<file path="config.mk">
export PLATFORM = sky130hd
export DESIGN_NAME = subword_lsu
export DESIGN_NICKNAME = d
export VERILOG_FILES = /design/src/rtl/lsu_pkg.sv /design/src/rtl/lsu_align_chk.sv /design/src/rtl/lsu_lane_pick.sv /design/src/rtl/lsu_lane_merge.sv /design/src/rtl/subword_lsu.sv
export SDC_FILE = /design/constraint.sdc
export NUM_CORES = 1
export LEC_CHECK = 0
export BUFFER_PORTS_ARGS = -buffer_cell sky130_fd_sc_hd__buf_2
export CAP_MARGIN = 20
export CORE_MARGIN = 1.5
export CORE_UTILIZATION = 50
export DETAILED_ROUTE_END_ITERATION = 8
export PLACE_DENSITY = 0.89
export SLEW_MARGIN = 20
export SYNTH_ARGS = -nofsm -noshare
export SYNTH_HDL_FRONTEND = slang
export SYNTH_SLANG_ARGS = --single-unit
</file>
<file path="constraint.sdc">
create_clock -name clk -period 3 [get_ports clk]
set_input_delay 0.75 -clock clk [delete_from_list [all_inputs] [get_ports clk]]
set_output_delay 0.75 -clock clk [all_outputs]
set_load 0.02 [all_outputs]
</file>
<file path="src/rtl/lsu_pkg.sv">
package lsu_pkg;
    typedef enum logic [1:0] {
        ST_IDLE    = 2'd0,
        ST_LD_WAIT = 2'd1,
        ST_RMW_RD  = 2'd2,
        ST_RMW_WR  = 2'd3
    } lsu_state_e;
endpackage

</file>
<file path="src/rtl/lsu_align_chk.sv">
// Alignment test and lane index from a byte address.
module lsu_align_chk #(
    parameter int AW     = 16,
    parameter int WORD_W = 32,
    parameter int SUB_W  = 16,
    localparam int NLANE = WORD_W / SUB_W,
    localparam int LW    = $clog2(NLANE)
) (
    input  logic [AW-1:0] addr,
    input  logic          is_sub,
    output logic          misaligned,
    output logic [LW-1:0] lane
);
    localparam int SOFF = $clog2(SUB_W / 8);
    localparam logic [AW-1:0] SMASK = AW'(SUB_W / 8 - 1);
    localparam logic [AW-1:0] WMASK = AW'(WORD_W / 8 - 1);

    always_comb begin
        misaligned = is_sub ? |(addr & SMASK) : |(addr & WMASK);
        lane       = LW'(addr >> SOFF);
    end
endmodule

</file>
<file path="src/rtl/lsu_lane_pick.sv">
// Steers one lane of a fetched word to the result and widens it.
module lsu_lane_pick #(
    parameter int WORD_W  = 32,
    parameter int SUB_W   = 16,
    parameter bit BIG_END = 1'b1,
    localparam int NLANE  = WORD_W / SUB_W,
    localparam int LW     = $clog2(NLANE)
) (
    input  logic [WORD_W-1:0] word,
    input  logic [LW-1:0]     lane,
    input  logic              sgn,
    output logic [WORD_W-1:0] ext
);
    logic [SUB_W-1:0] lanes [NLANE];
    logic [LW-1:0]    phys;
    logic [SUB_W-1:0] picked;

    for (genvar g = 0; g < NLANE; g++) begin : g_lane
        assign lanes[g] = word[g*SUB_W +: SUB_W];
    end

    if (BIG_END) begin : g_be
        assign phys = ~lane;
    end else begin : g_le
        assign phys = lane;
    end

    always_comb begin
        picked = lanes[phys];
        ext    = {{(WORD_W-SUB_W){sgn & picked[SUB_W-1]}}, picked};
    end
endmodule

</file>
<file path="src/rtl/lsu_lane_merge.sv">
// Replicates store data, builds the one-hot lane enable and the merged word.
module lsu_lane_merge #(
    parameter int WORD_W  = 32,
    parameter int SUB_W   = 16,
    parameter bit BIG_END = 1'b1,
    localparam int NLANE  = WORD_W / SUB_W,
    localparam int LW     = $clog2(NLANE)
) (
    input  logic [LW-1:0]     lane,
    input  logic [SUB_W-1:0]  sdata,
    input  logic [WORD_W-1:0] old_word,
    output logic [WORD_W-1:0] rep_word,
    output logic [NLANE-1:0]  lane_be,
    output logic [WORD_W-1:0] merged
);
    logic [LW-1:0] phys;

    if (BIG_END) begin : g_be
        assign phys = ~lane;
    end else begin : g_le
        assign phys = lane;
    end

    for (genvar g = 0; g < NLANE; g++) begin : g_lane
        assign lane_be[g] = (phys == LW'(g));
        assign rep_word[g*SUB_W +: SUB_W] = sdata;
        assign merged[g*SUB_W +: SUB_W] =
            lane_be[g] ? sdata : old_word[g*SUB_W +: SUB_W];
    end
endmodule

</file>
<file path="src/rtl/subword_lsu.sv">
module subword_lsu #(
    parameter int AW          = 16,
    parameter int WORD_W      = 32,
    parameter int SUB_W       = 16,
    parameter bit BIG_END     = 1'b1,
    parameter bit HAS_LANE_EN = 1'b0,
    localparam int NLANE      = WORD_W / SUB_W,
    localparam int LW         = $clog2(NLANE)
) (
    input  logic              clk,
    input  logic              rst_n,
    input  logic              req_valid,
    output logic              req_ready,
    input  logic              req_store,
    input  logic              req_sub,
    input  logic              req_signed,
    input  logic [AW-1:0]     req_addr,
    input  logic [WORD_W-1:0] req_wdata,
    output logic              mem_rd,
    output logic              mem_wr,
    output logic [AW-1:0]     mem_addr,
    output logic [NLANE-1:0]  mem_be,
    output logic [WORD_W-1:0] mem_wdata,
    input  logic [WORD_W-1:0] mem_rdata,
    input  logic              mem_rvalid,
    output logic              ld_valid,
    output logic [WORD_W-1:0] ld_data,
    output logic              fault
);
    import lsu_pkg::*;

    localparam logic [AW-1:0] WMASK = AW'(WORD_W / 8 - 1);

    typedef struct packed {
        lsu_state_e        st;
        logic [AW-1:0]     addr;
        logic              sub;
        logic              sgn;
        logic              drop;
        logic [SUB_W-1:0]  sdata;
        logic [WORD_W-1:0] merged;
        logic              ld_valid;
        logic [WORD_W-1:0] ld_data;
        logic              fault;
    } regs_t;

    regs_t r_d, r_q;

    logic              idle;
    logic              accept;
    logic [AW-1:0]     sel_addr;
    logic              sel_sub;
    logic              mis;
    logic [LW-1:0]     lane;
    logic [SUB_W-1:0]  sel_sdata;
    logic [WORD_W-1:0] picked_ext;
    logic [WORD_W-1:0] rep_word;
    logic [NLANE-1:0]  lane_be;
    logic [WORD_W-1:0] merged;

    assign idle      = (r_q.st == ST_IDLE);
    assign accept    = req_valid && idle;
    assign sel_addr  = idle ? req_addr : r_q.addr;
    assign sel_sub   = idle ? req_sub : r_q.sub;
    assign sel_sdata = idle ? req_wdata[SUB_W-1:0] : r_q.sdata;

    lsu_align_chk #(.AW(AW), .WORD_W(WORD_W), .SUB_W(SUB_W)) u_align (
        .addr(sel_addr), .is_sub(sel_sub), .misaligned(mis), .lane(lane)
    );

    lsu_lane_pick #(.WORD_W(WORD_W), .SUB_W(SUB_W), .BIG_END(BIG_END)) u_pick (
        .word(mem_rdata), .lane(lane), .sgn(r_q.sgn), .ext(picked_ext)
    );

    lsu_lane_merge #(.WORD_W(WORD_W), .SUB_W(SUB_W), .BIG_END(BIG_END)) u_merge (
        .lane(lane), .sdata(sel_sdata), .old_word(mem_rdata),
        .rep_word(rep_word), .lane_be(lane_be), .merged(merged)
    );

    // Next-state computation.
    always_comb begin
        r_d          = r_q;
        r_d.ld_valid = 1'b0;
        r_d.fault    = 1'b0;
        unique case (r_q.st)
            ST_IDLE: begin
                if (accept) begin
                    r_d.addr  = req_addr;
                    r_d.sub   = req_sub;
                    r_d.sgn   = req_signed;
                    r_d.sdata = req_wdata[SUB_W-1:0];
                    r_d.fault = mis;
                    r_d.drop  = mis;
                    if (!req_store) begin
                        r_d.st = ST_LD_WAIT;
                    end else if (!mis && req_sub && !HAS_LANE_EN) begin
                        r_d.st = ST_RMW_RD;
                    end
                end
            end
            ST_LD_WAIT: begin
                if (mem_rvalid) begin
                    r_d.st = ST_IDLE;
                    if (!r_q.drop) begin
                        r_d.ld_valid = 1'b1;
                        r_d.ld_data  = r_q.sub ? picked_ext : mem_rdata;
                    end
                end
            end
            ST_RMW_RD: begin
                if (mem_rvalid) begin
                    r_d.merged = merged;
                    r_d.st     = ST_RMW_WR;
                end
            end
            ST_RMW_WR: begin
                r_d.st = ST_IDLE;
            end
            default: r_d.st = ST_IDLE;
        endcase
    end

    // Memory port drive.
    always_comb begin
        mem_rd    = 1'b0;
        mem_wr    = 1'b0;
        mem_addr  = sel_addr & ~WMASK;
        mem_be    = '1;
        mem_wdata = r_q.merged;
        if (idle) begin
            mem_rd    = accept && (!req_store || (req_sub && !HAS_LANE_EN && !mis));
            mem_wr    = accept && req_store && !mis && (!req_sub || HAS_LANE_EN);
            mem_be    = req_sub ? lane_be : '1;
            mem_wdata = req_sub ? rep_word : req_wdata;
        end else if (r_q.st == ST_RMW_WR) begin
            mem_wr = 1'b1;
        end
    end

    always_ff @(posedge clk) begin
        if (!rst_n) begin
            r_q <= '0;
        end else begin
            r_q <= r_d;
        end
    end

    assign req_ready = idle;
    assign ld_valid  = r_q.ld_valid;
    assign ld_data   = r_q.ld_data;
    assign fault     = r_q.fault;
endmodule

</file>
==> results of run 1 <==
[stage by stage]
step	cells	hold slack, ns	worst slack [ns]	instance area (sq um)	utilization (%)
after detailed placement	900	0.447	0.512	6220	57.1
after floorplan	673	0.434	0.404	5600	-
final	916	0.467	0.249	6440	59.2
after CTS	916	0.462	0.101	6440	59.1
after global placement	900	0.443	0.505	6220	57.1
after global routing	916	0.481	0.0389	6440	59.2
[kinds of logic after synthesis]
| family | Yosys count | share of synthesized area [%] |
|---|---|---|
| compound gates | 216 | 28.0 |
| buf+inv | 139 | 12.7 |
| flops | 102 | 36.5 |
| mux | 50 | 8.94 |
| other cells | 1 | 0.0670 |
| simple gates | 164 | 13.8 |
[cells in the mapped netlist (10+ instances only)]
cell type  count  area [sq um]
dfxtp_1      102          2040
nand2_1       61           229
nor2_1        51           191
mux2i_1       50           500
o21ai_0       49           245
buf_4         39           293
clkbuf_1      37           139
inv_1         33           124
a21oi_1       32           160
o32ai_1       32           280
nor3_1        18          90.1
buf_2         17          85.1
nor3b_1       17           128
a2111oi_0     16           140
a211oi_1      16           120
a21o_1        16           120
a221oi_1      16           140
a31oi_1       16           100
a311oi_2      10           150
[power by group]
| group | switching [uW] | leakage (uW) | internal (uW) | total, uW |
|---|---|---|---|---|
| clock network | 480 | 0.000105 | 456 | 936 |
| logic | 513 | 0.00183 | 279 | 791 |
| registers | 39.5 | 0.000831 | 1420 | 1460 |
[final timing paths]
kind | startpoint | end | slack (ns) | cells after the start
setup reg to reg | r_q[102] | r_q[41] | 0.83 | 5
hold reg to reg | r_q[39] | r_q[39] | 0.47 | 2
setup / recovery | r_q[102] | mem_wr | 0.25 | 4
hold / removal | r_q[39] | r_q[39] | 0.47 | 2
[state kept, by name, summed over array words and instances, names as in the netlist]
signal	flops
ld_data	32
ld_valid	1
fault	1
r_q	68
[routing by layer]
metal  vias up  track usage, %  wire length [um]
li1       2611               -                 -
met1      2558            37.5              6840
met2       314            43.2              7500
met3        42            4.30              1410
met4         0            11.5               539
met5         -               0                 0
[worst max-delay path, cell delays in order (launching register included)]
cell	delay, ns
dfxtp_1	0.32
or2_2	0.49
or3_1	0.42
o31ai_1	0.21
buf_2	0.19
[repair_timing]
action	in CTS	in global routing
buffers inserted	0	0
gates resized for setup	0	2
hold endpoints to repair	0	0
endpoints found under the setup margin	0	40
hold buffers	0	0
[final cells by class]
| cell class | instances | share of cell area (%) |
|---|---|---|
| Timing Repair Buffer | 190 | 15.6 |
| Inverter | 36 | 2.15 |
| Sequential cell | 102 | 31.7 |
| Clock inverter | 4 | 0.835 |
| Tap cell | 140 | 2.72 |
| Multi-Input combinational cell | 432 | 44.5 |
| Clock buffer | 12 | 2.56 |
==> flow_summary.toml, run 1 <==
[clock_network]
clk_pin_slew_ns = 0.09
cts_root_buffer = "clkbuf_8"
clk_latency_ns = 0.37
cts_tree = "built"
clock-sinks = 102
cts_buffer_depth = 2
cts_made_buffers = 9
cts_max_level = 3

[global_route]
track_usage_pct = 27.5
grt_pass1_wl_um = 25600
grt_pass1_vias = 4966
grt_max_degree = 75
grt-ovfl-total = 0
antenna_found_initial = 0

[die]
rows = 38
coreArea_sq_um = 10900
die_x_um = 109
initial_core_util_pct = 51.4
die_h_um = 109
die_area_sq_um = 11800
pin_count = 174

[timing]
setup_viol = 0
slew_violations = 0
slew_headroom_pct = 55.7
finalCriticalPeriod_ns = 2.75
fin_crit_sh_pct = 91.7
max_freq_mhz = 364
fin_skew_ns = 0.0110
rsz0062_at_grt = "false"
tightest_slew_ns = 0.662
finalSetupTns_ns = 0
final-hold-violation-count = 0

[logic_synthesis]
async_flop_share_pct = 0
ys_warn_count = 0
synth_edf_count = 0
synth_area_per_cell_sq_um = 8.33
ys_seq_elements = 102
yosysSeqAreaShare_pct = 36.5
synth_ff_type = "dfxtp_1"
synth_cell_type_count = 45
mappedNetlistArea_sq_um = 5600
syn_inst = 672

[finish]
multi_input_area_sq_um = 2870
final_common_cell = "buf_2"
n_fill_cell = 975
layout_common_cells = "171 x buf_2, 102 x dfxtp_1, 61 x nand2_1, 51 x nor2_1, 50 x mux2i_1"
layout.nets = 858
antenna_cells = 0
seqCellArea_sq_um = 2040
syn_to_final_growth_pct = 15.2
drive_gt1_share_pct = 29.5

[status]
status = "finished, final reports clean"

[placed_design]
gp_congestion = 0.838
port_buffers = 171
dp_hpwl_um = 11200

[route]
drc = 0
dr_total_vias = 5525
drt_iter0_drc = 511
ant_nets = 0
detail_route.vias_per_cell = 6.03
routed_wl_um = 16300
wire_per_inst_um = 17.8
dr.pass1.iters = 5

[critical_path]
worstSetupPathType = "reg2out"
cp_max_fo = 24
start_kind = "register"
required_ns = 2.25
crit_path_end_kind = "output pin"
cp.arrival_ns = 2.00

[pwr]
vdd_drop_max_mv = 0.303
power_density_nw_per_um2 = 494
p_leak_uw = 0.00276
power_uw = 3190

[job]
maxCapViolations = 0

[min_path]
hold_path_class = "reg2reg"
Power figures use the tool's default switching activity.
==> inputs of run 2 (changes only) <==
- CORE_UTILIZATION: 50 -> 25
- PLACE_DENSITY: 0.89 -> 0.55
- SYNTH_HIERARCHICAL: default -> 1
==> flow_summary.toml, run 2 <==
[logic_synthesis]
yosysSeqAreaShare_pct = 29.9
synth_edf_count = 0
synth_ff_type = "dfxtp_1"
async_flop_share_pct = 0
synth_area_leaders = "dfxtp_1 30%, mux2i_1 15%, buf_4 11%"
yosys.area.top_type_share_pct = 29.9
synth_area_per_cell_sq_um = 9.54
synth_cell_type_count = 33
syn_inst = 722
ys_warn_count = 6
synth_most_common_cell = "buf_4"
mappedNetlistArea_sq_um = 6890
yosys-top-cells-count = "104 x buf_4, 103 x dfxtp_1, 100 x mux2i_1, 98 x nand2_1, 50 x mux2_4"
synth_top_area_cell = "dfxtp_1"
ys_seq_elements = 103

[clock_network]
clk_latency_ns = 0.35
ctsHoldBuffers = 0
clock-sinks = 103
cts_buffer_depth = 2
cts_root_buffer = "clkbuf_16"
cts_tree = "built"
clk_pin_slew_ns = 0.08
cts_made_buffers = 9
cts_max_level = 3

[route]
drt_iter0_drc = 301
wire_per_inst_um = 16.2
detail_route.vias_per_cell = 4.25
ant_nets = 0
dr.pass1.iters = 4
dr_total_vias = 4766
drc = 0
routed_wl_um = 18200

[pwr]
vdd_drop_max_mv = 0.202
p_leak_uw = 0.00377
p_comb_share_pct = 31.3
power.internal_uw = 2580
p_clk_share_pct = 30.4
p_sw_uw = 1260
power_density_nw_per_um2 = 504
pwr-share-seq_pct = 38.3
p_sw_share_pct = 32.7

[critical_path]
required_ns = 2.25
endpoint = "mem_wr"
crit_path_end_kind = "output pin"
worst-path-buf-inv = 2
cp_top_family = "compound AO/OA/AOI/OAI gates"
cp_slowest_cell = "mux2_2"
r2r_slack_ns = 0.55
start_kind = "register"
path_cells = "or2_4, inv_6, mux2_2, a21o_1, o41ai_2, buf_4"
worstSetupPathType = "reg2out"
cp_max_fo = 8
r2r_start = "r_q[102]"
cp.depth = 6
cp.arrival_ns = 2.14
setup.worst_path.start = "r_q[102]"
crit_path_max_incr_delay_ns = 0.35
r2r_end = "ld_data[22]"
reg2reg_depth = 10

[die]
rows = 60
die_h_um = 169
pin_count = 174
initial_core_util_pct = 25.5
coreArea_sq_um = 27000
die_area_sq_um = 28600
die_x_um = 169

[timing]
max_freq_mhz = 346
fin_skew_ns = 0.00971
setup_viol = 0
slew_violations = 0
slew_headroom_pct = 60.6
rsz0062_at_grt = "false"
final-hold-violation-count = 0
fin_crit_sh_pct = 96.4
tightest_slew_ns = 0.591
whs_ns = 0.455
finalCriticalPeriod_ns = 2.89

[finish]
final_common_cell = "buf_2"
layout_common_cells = "170 x buf_2, 102 x dfxtp_1, 100 x mux2i_1, 98 x nand2_1, 50 x mux2_4"
antenna_cells = 0
syn_to_final_growth_pct = 10.6
fin_util_pct = 28.2
top_register = "r_q"
largest_reg_flops = 69
drive_gt1_share_pct = 38.3
layout.nets = 863
instances_no_fill = 1122

[job]
maxCapViolations = 0

[min_path]
min_from = "r_q[41]"
hold_path_class = "reg2reg"

[global_route]
grt_pass1_wl_um = 27500
grt-ovfl-total = 0
track_usage_pct = 12.7
grt_pass1_vias = 4588
antenna_found_initial = 1
grt_max_degree = 104

[status]
status = "finished, final reports clean"

[placed_design]
dp_hpwl_um = 13000
gp_congestion = 0.748
port_buffers = 171
placed_cells = 1102
==> run 2: metrics by stage <==
step           power (uW)  area [sq um]  worst slack, ns  setup TNS, ns
6_report             3840          7620            0.108              0
3_3_place_gp         2680          7270            0.269              0
4_1_cts              3900          7610           0.0120              0
5_1_grt              4050          7620          0.00826              0
3_5_place_dp         2690          7270            0.272              0
2_1_floorplan        2520          6910         -0.00682       -0.00682
==> run 2: worst reg2reg max path, stage by stage (launching register included) <==
cell and delay, ns:
dfxtp_1 0.32, or2_4 0.28, inv_6 0.12, mux2_4 0.32, buf_4 0.15, buf_4 0.19, mux2_4 0.32, and2_4 0.24
mux2i_1 0.17, nand2_1 0.08, o211a_1 0.16
==> run 2: how the worst min path moves through the flow <==
stage                    to  slack, ns  cells after the start
detailed placement  r_q[40]       0.45                      2
floorplan           r_q[39]       0.44                      2
finish              r_q[41]       0.46                      2
CTS                 r_q[40]       0.46                      2
global placement    r_q[58]       0.44                      2
global route        r_q[40]       0.48                      2
==> run 2: layer usage <==
metal | share of wire (%) | up-vias | track usage, %
met5 | 0 | - | 0
met4 | 1.5 | 0 | 3.42
met3 | 4.2 | 11 | 2.90
met2 | 41 | 91 | 18.3
met1 | 53 | 2193 | 18.9
li1 | - | 2471 | -
==> run 2: cells by family (layout without fill, tap and decap cells) <==
family                 Yosys count  after routing  share of synthesized area, %
multiplexers                   181            181                          30.5
AND/OR/NAND/NOR                178            178                          11.7
AO/OA/AOI/OAI                  101            101                          11.0
flip-flops                     103            103                          29.9
other                            1              2                        0.0544
buffers and inverters          158            216                          16.8
==> run 2: area by class of cell <==
| type | instances | area [sq um] |
|---|---|---|
| fillers | 2930 | 19400 |
| multi-input cells | 462 | 3690 |
| flip-flops and latches | 103 | 2060 |
| repair buffers | 195 | 1130 |
| well taps | 341 | 427 |
| clock buffers | 11 | 243 |
| clock inverters | 5 | 40.0 |
| inverters | 5 | 23.8 |
==> run 2: timing repair <==
action                                 in CTS  in global routing
endpoints found under the hold margin       0                  0
cloned                                      1                  0
setup endpoints to repair                   9                 21
buffers inserted                            2                  1
pin swaps                                   0                  1
resized for setup                           2                  3
==> run 2: power groups by stage <==
stage	Combinational, uW	Clock (uW)	Sequential (uW)
after floorplan	1020	0	1500
after global placement	1180	0	1500
after detailed placement	1180	0	1500
after CTS	1210	1220	1470
after global routing	1300	1270	1480
final	1200	1170	1470
